$ cat config.mk
export PLATFORM = sky130hd
export DESIGN_NAME = line_ctl_unit
export DESIGN_NICKNAME = d
export VERILOG_FILES = /design/src/rtl/lcs_pkg.sv /design/src/rtl/lcs_cmd_decode.sv /design/src/rtl/lcs_rx_buffer.sv /design/src/rtl/lcs_tx_timer.sv /design/src/rtl/lcs_modem_status.sv /design/src/rtl/line_ctl_unit.sv
export SDC_FILE = /design/constraint.sdc
export NUM_CORES = 1
export LEC_CHECK = 0
export CAP_MARGIN = 0
export CORE_UTILIZATION = 40
export DETAILED_ROUTE_END_ITERATION = 6
export PLACE_DENSITY = 0.88
export SYNTH_ARGS = -nofsm -noshare
export SYNTH_HDL_FRONTEND = slang
export SYNTH_SLANG_ARGS = --single-unit
$ cat constraint.sdc
create_clock -name clk -period 3.6 [get_ports clk]
set_clock_uncertainty 0.2 [all_clocks]
set_input_delay 0.54 -clock clk [delete_from_list [all_inputs] [get_ports clk]]
set_output_delay 0.54 -clock clk [all_outputs]
set_load 0.05 [all_outputs]
$ cat src/rtl/lcs_pkg.sv
// Package: shared widths, host word field positions and the decoded command type
// for the line control and status unit. Assumes a 24-bit host word.
package lcs_pkg;
    localparam int WORD_W    = 24;
    localparam int CHAN_W    = 5;
    localparam int CHAR_W    = 8;
    localparam int CHAR_LSB  = 16;
    localparam int NOXMT_BIT = 15;
    localparam int XIE_BIT   = 14;
    localparam int CTRL_BIT  = 13;
    localparam int SKIP_W    = 3;
    localparam int SKIP_IDLE = 2;
    localparam int SKIP_CAR  = 1;
    localparam int SKIP_DSR  = 0;

    typedef struct packed {
        logic              enable;
        logic              disable_ln;
        logic              hangup;
        logic              load_tx;
        logic              xie;
        logic [CHAR_W-1:0] ch;
    } host_cmd_t;
endpackage

$ cat src/rtl/lcs_cmd_decode.sv
// Module: lcs_cmd_decode
// Decodes one host output word into an enable, disable or hang-up command for
// this line. Assumes the word is valid for a single cycle; purely combinational.
module lcs_cmd_decode
    import lcs_pkg::*;
#(
    parameter int LINE_ID = 0
) (
    input  logic              wr_valid,
    input  logic [WORD_W-1:0] wr_word,
    input  logic              mode_b,
    output host_cmd_t         cmd
);
    logic hit;
    logic ctrl;

    // Purpose: match the channel field and interpret the mode-dependent control bit.
    always_comb begin
        hit            = wr_valid && (wr_word[CHAN_W-1:0] == CHAN_W'(LINE_ID));
        ctrl           = wr_word[CTRL_BIT];
        cmd.ch         = wr_word[CHAR_LSB +: CHAR_W];
        cmd.xie        = wr_word[XIE_BIT];
        cmd.hangup     = hit && mode_b && ctrl;
        cmd.disable_ln = hit && !mode_b && !ctrl;
        cmd.enable     = hit && (mode_b ? !ctrl : ctrl);
        cmd.load_tx    = !wr_word[NOXMT_BIT];
    end
endmodule

$ cat src/rtl/lcs_rx_buffer.sv
// Module: lcs_rx_buffer
// One-character receive holding register with pending and overrun flags.
// Assumes accept is already qualified by link and receiver enable.
module lcs_rx_buffer
    import lcs_pkg::*;
(
    input  logic              clk,
    input  logic              rst_n,
    input  logic              clear,
    input  logic              accept,
    input  logic              rd,
    input  logic [CHAR_W-1:0] ch,
    input  logic              brk,
    output logic [CHAR_W-1:0] rbuf,
    output logic              pend,
    output logic              ovr,
    output logic              evt_rx
);
    logic still_pend;

    // Purpose: a read taking effect before an arrival in the same cycle.
    always_comb still_pend = pend && !rd;

    // Purpose: update holding register, flags and the receive event.
    always_ff @(posedge clk) begin
        if (!rst_n) begin
            rbuf   <= '0;
            pend   <= 1'b0;
            ovr    <= 1'b0;
            evt_rx <= 1'b0;
        end else begin
            evt_rx <= accept && !clear;
            if (clear) begin
                pend <= 1'b0;
                ovr  <= 1'b0;
            end else if (accept) begin
                rbuf <= brk ? '0 : ch;
                pend <= 1'b1;
                ovr  <= still_pend ? 1'b1 : (ovr && !rd);
            end else if (rd) begin
                pend <= 1'b0;
                ovr  <= 1'b0;
            end
        end
    end

    assert_ovr_has_pend_R5: assert property (@(posedge clk) disable iff (!rst_n)
        ovr |-> pend);
    assert_read_clears_R6: assert property (@(posedge clk) disable iff (!rst_n)
        (rd && !accept) |=> (!pend && !ovr));
    assert_read_and_arrive_R12: assert property (@(posedge clk) disable iff (!rst_n)
        (rd && accept && !clear) |=> (pend && !ovr));
endmodule

$ cat src/rtl/lcs_tx_timer.sv
// Module: lcs_tx_timer
// Transmit holding register and busy interval of TX_CYCLES clocks standing in
// for serialisation. Assumes start and cancel are never high together.
module lcs_tx_timer
    import lcs_pkg::*;
#(
    parameter int TX_CYCLES = 12
) (
    input  logic              clk,
    input  logic              rst_n,
    input  logic              start,
    input  logic              cancel,
    input  logic [CHAR_W-1:0] ch,
    input  logic              link_up,
    output logic              busy,
    output logic              last,
    output logic              out_valid,
    output logic [CHAR_W-1:0] out_char
);
    localparam int CNT_W = $clog2(TX_CYCLES + 1);

    logic [CNT_W-1:0] cnt;

    // Purpose: derive busy and final-cycle indications from the counter.
    always_comb begin
        busy = (cnt != '0);
        last = (cnt == CNT_W'(1));
    end

    // Purpose: count down the busy interval and hold the character.
    always_ff @(posedge clk) begin
        if (!rst_n) begin
            cnt       <= '0;
            out_char  <= '0;
            out_valid <= 1'b0;
        end else begin
            out_valid <= last && !cancel && link_up;
            if (start) out_char <= ch;
            if (cancel)              cnt <= '0;
            else if (start && !busy) cnt <= CNT_W'(TX_CYCLES);
            else if (busy)           cnt <= cnt - CNT_W'(1);
        end
    end

    assert_start_busy_R3: assert property (@(posedge clk) disable iff (!rst_n)
        (start && !busy) |=> busy);
    assert_busy_holds_R3: assert property (@(posedge clk) disable iff (!rst_n)
        (busy && !last && !cancel) |=> busy);
    assert_done_idle_R4: assert property (@(posedge clk) disable iff (!rst_n)
        out_valid |-> !busy || $past(start));
endmodule

$ cat src/rtl/lcs_modem_status.sv
// Module: lcs_modem_status
// Line enable, transmit-interrupt enable, receiver enable, carrier and DSR, with
// connect, disconnect and hang-up handling and the status events. Assumes a
// disconnect outranks any host command in the same cycle.
module lcs_modem_status
    import lcs_pkg::*;
(
    input  logic      clk,
    input  logic      rst_n,
    input  logic      mode_b,
    input  host_cmd_t cmd,
    input  logic      link_up,
    input  logic      tx_last,
    output logic      line_en,
    output logic      xie,
    output logic      rcv_en,
    output logic      carrier,
    output logic      dsr,
    output logic      evt_con,
    output logic      evt_coff,
    output logic      evt_tx,
    output logic      hangup,
    output logic      clear_rx,
    output logic      cancel_tx,
    output logic      start_tx
);
    logic link_q;
    logic link_rise;
    logic link_fall;
    logic en_n, xie_n, rcv_n, car_n, dsr_n, con_n, coff_n, hang_n;

    // Purpose: detect connect and disconnect edges.
    always_comb begin
        link_rise = link_up && !link_q;
        link_fall = !link_up && link_q;
    end

    // Purpose: next status under the priority disconnect > host command > connect.
    always_comb begin
        en_n = line_en; xie_n = xie; rcv_n = rcv_en; car_n = carrier; dsr_n = dsr;
        con_n = 1'b0; coff_n = 1'b0; hang_n = 1'b0;
        clear_rx = 1'b0; cancel_tx = 1'b0; start_tx = 1'b0;
        if (link_fall) begin
            en_n = 1'b0; xie_n = 1'b0; rcv_n = 1'b0; car_n = 1'b0; dsr_n = 1'b0;
            clear_rx = 1'b1;
        end else begin
            if (cmd.hangup) begin
                en_n  = 1'b0;
                rcv_n = 1'b0;
                if (link_up) begin
                    xie_n = 1'b0; car_n = 1'b0; dsr_n = 1'b0;
                    hang_n = 1'b1; coff_n = 1'b1;
                    cancel_tx = 1'b1; clear_rx = 1'b1;
                end
            end else if (cmd.disable_ln) begin
                en_n  = 1'b0;
                rcv_n = 1'b0;
            end else if (cmd.enable) begin
                en_n     = 1'b1;
                rcv_n    = 1'b1;
                xie_n    = cmd.xie;
                start_tx = cmd.load_tx;
            end
            if (link_rise && !cmd.hangup) begin
                rcv_n = 1'b1;
                if (mode_b && line_en) begin
                    car_n = 1'b1; dsr_n = 1'b1; con_n = 1'b1;
                end
            end
        end
    end

    // Purpose: register status, events and the link level.
    always_ff @(posedge clk) begin
        if (!rst_n) begin
            link_q  <= 1'b0;
            line_en <= 1'b0; xie <= 1'b0; rcv_en <= 1'b0;
            carrier <= 1'b0; dsr <= 1'b0;
            evt_con <= 1'b0; evt_coff <= 1'b0; evt_tx <= 1'b0; hangup <= 1'b0;
        end else begin
            link_q   <= link_up;
            line_en  <= en_n;
            xie      <= xie_n;
            rcv_en   <= rcv_n;
            carrier  <= car_n;
            dsr      <= dsr_n;
            evt_con  <= con_n;
            evt_coff <= coff_n;
            hangup   <= hang_n;
            evt_tx   <= tx_last && !cancel_tx && xie;
        end
    end

    assert_linkdrop_clears_R11: assert property (@(posedge clk) disable iff (!rst_n)
        link_fall |=> (!line_en && !xie && !rcv_en && !carrier && !dsr));
    assert_hangup_clears_R8: assert property (@(posedge clk) disable iff (!rst_n)
        hangup |-> (!carrier && !line_en && !xie));
    assert_con_sets_modem_R9: assert property (@(posedge clk) disable iff (!rst_n)
        evt_con |-> (carrier && dsr && mode_b));
    assert_disable_mode_a_R7: assert property (@(posedge clk) disable iff (!rst_n)
        (cmd.disable_ln && !link_fall) |=> !line_en);
endmodule

$ cat src/rtl/line_ctl_unit.sv
// Module: line_ctl_unit
// Top of the per-line control and status unit: host word decode, receive
// holding register, transmit interval, modem status, skip test and read word.
// Assumes one host action of each kind per cycle and a synchronous environment.
module line_ctl_unit
    import lcs_pkg::*;
#(
    parameter int LINE_ID   = 0,
    parameter int TX_CYCLES = 12
) (
    input  logic              clk,
    input  logic              rst_n,
    input  logic              mode_b,
    input  logic              wr_valid,
    input  logic [WORD_W-1:0] wr_word,
    input  logic              rd_strobe,
    output logic [WORD_W-1:0] rd_data,
    input  logic [SKIP_W-1:0] skip_req,
    output logic              skip_ok,
    input  logic              link_up,
    input  logic              rx_valid,
    input  logic [CHAR_W-1:0] rx_char,
    input  logic              rx_break,
    output logic              tx_out_valid,
    output logic [CHAR_W-1:0] tx_out_char,
    output logic              tx_busy,
    output logic              hangup,
    output logic              line_en,
    output logic              xmit_ie,
    output logic              carrier,
    output logic              dsr,
    output logic              rx_pend,
    output logic              rx_ovr,
    output logic              evt_rx,
    output logic              evt_tx,
    output logic              evt_con,
    output logic              evt_coff
);
    localparam int PAD_W = WORD_W - CHAR_W - 1 - CHAN_W;

    host_cmd_t         cmd;
    logic              rcv_en;
    logic              clear_rx;
    logic              cancel_tx;
    logic              start_tx;
    logic              tx_last;
    logic              rx_accept;
    logic [CHAR_W-1:0] rbuf;

    lcs_cmd_decode #(.LINE_ID(LINE_ID)) u_decode (
        .wr_valid (wr_valid),
        .wr_word  (wr_word),
        .mode_b   (mode_b),
        .cmd      (cmd)
    );

    lcs_modem_status u_status (
        .clk       (clk),
        .rst_n     (rst_n),
        .mode_b    (mode_b),
        .cmd       (cmd),
        .link_up   (link_up),
        .tx_last   (tx_last),
        .line_en   (line_en),
        .xie       (xmit_ie),
        .rcv_en    (rcv_en),
        .carrier   (carrier),
        .dsr       (dsr),
        .evt_con   (evt_con),
        .evt_coff  (evt_coff),
        .evt_tx    (evt_tx),
        .hangup    (hangup),
        .clear_rx  (clear_rx),
        .cancel_tx (cancel_tx),
        .start_tx  (start_tx)
    );

    // Purpose: qualify an arriving character by link and receiver enable.
    always_comb rx_accept = rx_valid && link_up && rcv_en;

    lcs_rx_buffer u_rx (
        .clk    (clk),
        .rst_n  (rst_n),
        .clear  (clear_rx),
        .accept (rx_accept),
        .rd     (rd_strobe),
        .ch     (rx_char),
        .brk    (rx_break),
        .rbuf   (rbuf),
        .pend   (rx_pend),
        .ovr    (rx_ovr),
        .evt_rx (evt_rx)
    );

    lcs_tx_timer #(.TX_CYCLES(TX_CYCLES)) u_tx (
        .clk       (clk),
        .rst_n     (rst_n),
        .start     (start_tx),
        .cancel    (cancel_tx),
        .ch        (cmd.ch),
        .link_up   (link_up),
        .busy      (tx_busy),
        .last      (tx_last),
        .out_valid (tx_out_valid),
        .out_char  (tx_out_char)
    );

    // Purpose: assemble the host receive word.
    always_comb rd_data = {rbuf, rx_ovr, {PAD_W{1'b0}}, CHAN_W'(LINE_ID)};

    // Purpose: answer the skip test per mode.
    always_comb begin
        if (mode_b)
            skip_ok = (skip_req != '0)
                   && (!skip_req[SKIP_IDLE] || !tx_busy)
                   && (!skip_req[SKIP_CAR]  || carrier)
                   && (!skip_req[SKIP_DSR]  || dsr);
        else
            skip_ok = !tx_busy;
    end

    assert_skip_needs_request_R10: assert property (@(posedge clk) disable iff (!rst_n)
        (mode_b && skip_req == '0) |-> !skip_ok);
    assert_foreign_write_R2: assert property (@(posedge clk) disable iff (!rst_n)
        (wr_valid && wr_word[CHAN_W-1:0] != CHAN_W'(LINE_ID) && !link_up && !$past(link_up)
         && !tx_busy) |=> $stable(line_en) && !tx_busy);
endmodule

==> summary.md <==
| Metric | Value |
|---|---|
| Outcome | `finished clean` |
| Req. time, crit path | `2.86 ns` |
| PortBufs | `65` |
| Switching share of power | `34.84%` |
| GRT overflow | `0` |
| Synth Instances | `156` |
| Inserted Diodes | `0` |
| Vias in the first global route | `1,158` |
| Critical path type | `reg2out` |
| FMAX | `0.3136 GHz` |
| Final Hold Violating Endpoints | `0` |
| Post-synth top area share | `44.00%` |
| Int Pwr | `655.2 µW` |
| FF+latch count, synth | `33` |
| Count of cells resized by post-cts repair | `0` |
| Clk sink count | `33` |
| Slew HR | `42.10%` |
| Worst skew pair latency | `0.28 ns` |
| Slew Viols, Final | `0` |
| Clock slew at reported path FFs | `0.06 ns` |
| Synth area leader | `dfxtp_1` |
| Most frequent cells in the layout | `clkdlybuf4s50_1, dfxtp_1, conb_1` |
| # hold bufs at CTS | `0` |
| Commonest non-fill, non-tap cell in the layout | `clkdlybuf4s50_1` |
| Setup Fix Bufs, Post-CTS | `0` |
| Routed WL | `3049 µm` |
| Tmin final | `3.189 ns` |
| Via/cell ratio | `4.857` |
| Final non-filler cell total | `265` |
| Unrepaired setup endpoints after global routing | `no` |
| Post-DP HPWL | `2298 µm` |
| Largest net degree at the start of global routing | `15` |
| GRT Total Usage | `17.04%` |
| Worst Hold Class | `reg2reg` |
| RD Place Congestion | `0.7514` |
| Setup_tns | `0 ns` |
| Max-cap viol count | `0` |
| Worst-margin pin slew | `0.8466 ns` |
| TritonCTS clock tree | `done` |
| Sequential share of power | `40.8%` |
| NetSw | `350.3 µW` |
| Area grow syn2layout | `45.00%` |
| Synthesized area | `0.001501 mm²` |
| CP max FO | `5` |
| H-tree levels | `2` |
| Setup WS pre-CTS | `0.6329 ns` |
| Data arrival, critical path | `2.45 ns` |
| First-pass GRT wire length | `5168 µm` |
| Fillers | `305` |
| Final Cycle Share | `88.59%` |
| Synth cell types | `39` |
| Worst VDD drop | `0.2333 mV` |
| Clock Root Buffer | `clkbuf_8` |
| Final setup margin | `0.4109 ns` |
| Synth warn | `0` |
| Main area contributors after synthesis | `dfxtp_1, buf_4, mux2i_1, a22o_1, nor2b_1` |
| Mapped Avg Cell Area | `9.625 µm²` |
| DRC viols | `0` |
| Starting DRT DRC Count | `26` |
| Antenna-violating nets left | `0` |
| Placed Instances | `257` |
| CTS Buf Count | `5` |
| Die Wd | `63.27 µm` |
| Sequential share of the synthesized area | `44.00%` |
| Via Count | `1,287` |
| # setup viols final | `0` |
| Share of cells above drive strength 1 | `6.393%` |
| Initial antenna violation count | `0` |
| Die area | `0.004002 mm²` |
| P_leak | `0.0008954 µW` |
| Combinational share of power | `33.5%` |
| Core Util, Final | `62.77%` |
| NumNets Final | `263` |
| Biggest regs | `u_rx.rbuf (8), u_tx.out_char (8), u_tx.cnt (4)` |
| Drt first pass iters | `6` |
| P per Cell Area | `461.8 mW/mm²` |
| Core Footprint | `0.003468 mm²` |
| CP Launch Type | `register` |
| FP Rows | `21` |
| Post-DR wirelength/cell | `11.51 µm` |
| CTS max path bufs | `2` |
| Crit path capture type | `output pin` |
| Share of power burned in the clock network | `25.6%` |
| Initial Util | `43.29%` |
| Die Height | `63.27 µm` |
| # IOs | `89` |
==> through the flow <==
step                      cell area (µm²)  total power (µW)  hold WS (ns)
after floorplan                      1554             664.9        0.2695
after detailed placement             2097             757.0        0.2565
after CTS                            2177              1016        0.2761
after global placement               2097             745.5        0.2567
after global routing                 2177              1068        0.2920
final                                2177              1005        0.2724
==> cells in the mapped netlist <==
master,count
a2111oi_0,1
a211oi_1,2
a211oi_2,1
a21bo_2,1
a21o_1,3
a21oi_1,7
a22o_1,8
a31oi_1,2
a41oi_1,1
and2_1,1
and2_2,1
and4_2,1
buf_2,3
buf_4,17
buf_6,1
clkbuf_1,3
conb_1,1
dfxtp_1,33
ha_1,2
inv_1,6
mux2i_1,8
nand2_1,7
nand2_2,1
nand2b_1,3
nand3_1,3
nand4b_1,1
nor2_1,11
nor2b_1,9
nor3_1,5
nor3b_1,1
nor4b_2,1
nor4b_4,1
o21ai_0,3
o22a_1,1
o311ai_0,1
o31a_1,1
or2b_2,1
or4b_4,1
xnor2_1,2
==> worst max-delay path: stages, from the launching register on <==
cell and delay (ns):
dfxtp_1 0.34, inv_1 0.08, ha_1 0.18, inv_1 0.07
nor3_1 0.47, a21oi_1 0.08, a21oi_1 0.14, clkdlybuf4s50_1 0.81
==> logic make-up after synthesis <==
group,count (synthesis),share of synthesized area (%)
AO/OA/AOI/OAI,32,15.75
XOR/XNOR,2,1.167
adder cells (fa/ha/maj),2,1.666
buffers and inverters,30,12.50
flip-flops,33,44.00
multiplexers,8,5.334
other,1,0.2498
AND/OR/NAND/NOR,48,19.33
==> power groups by stage <==
stage | clock [µW] | sequential, µW | combinational (µW)
2_1_floorplan | 0 | 428 | 237
3_3_place_gp | 0 | 418 | 328
3_5_place_dp | 0 | 419 | 338
4_1_cts | 266 | 411 | 339
5_1_grt | 287 | 414 | 367
6_report | 258 | 411 | 337
==> area by class of cell <==
class	instances	area (µm²)	share of cell area (%)
clock buffer	8	80.08	3.678
inverter	6	22.52	1.034
multi-input combinational	107	705.7	32.41
sequential	33	660.6	30.34
tap	46	57.56	2.644
timing repair buffer	65	650.6	29.89
==> worst paths after layout <==
kind	from	end	cells past startpoint	slack [ns]
setup reg to reg	u_status.link_q$_SDFF_PN0_	u_tx.cnt[3]$_SDFFE_PP0P_	4	1.77
hold / removal	u_status.carrier$_SDFF_PP0_	u_status.carrier$_SDFF_PP0_	1	0.27
setup / recovery	u_tx.cnt[0]$_SDFFE_PP0N_	skip_ok	7	0.41
hold reg to reg	u_status.carrier$_SDFF_PP0_	u_status.carrier$_SDFF_PP0_	1	0.27
==> per-layer routing <==
metal | part of all wire [%] | GRT usage [%]
met1 | 43 | 18.17
met2 | 44 | 27.02
met3 | 11 | 9.420
met4 | 2.1 | 8.523
met5 | 0 | 0
Power figures use the tool's default switching activity.
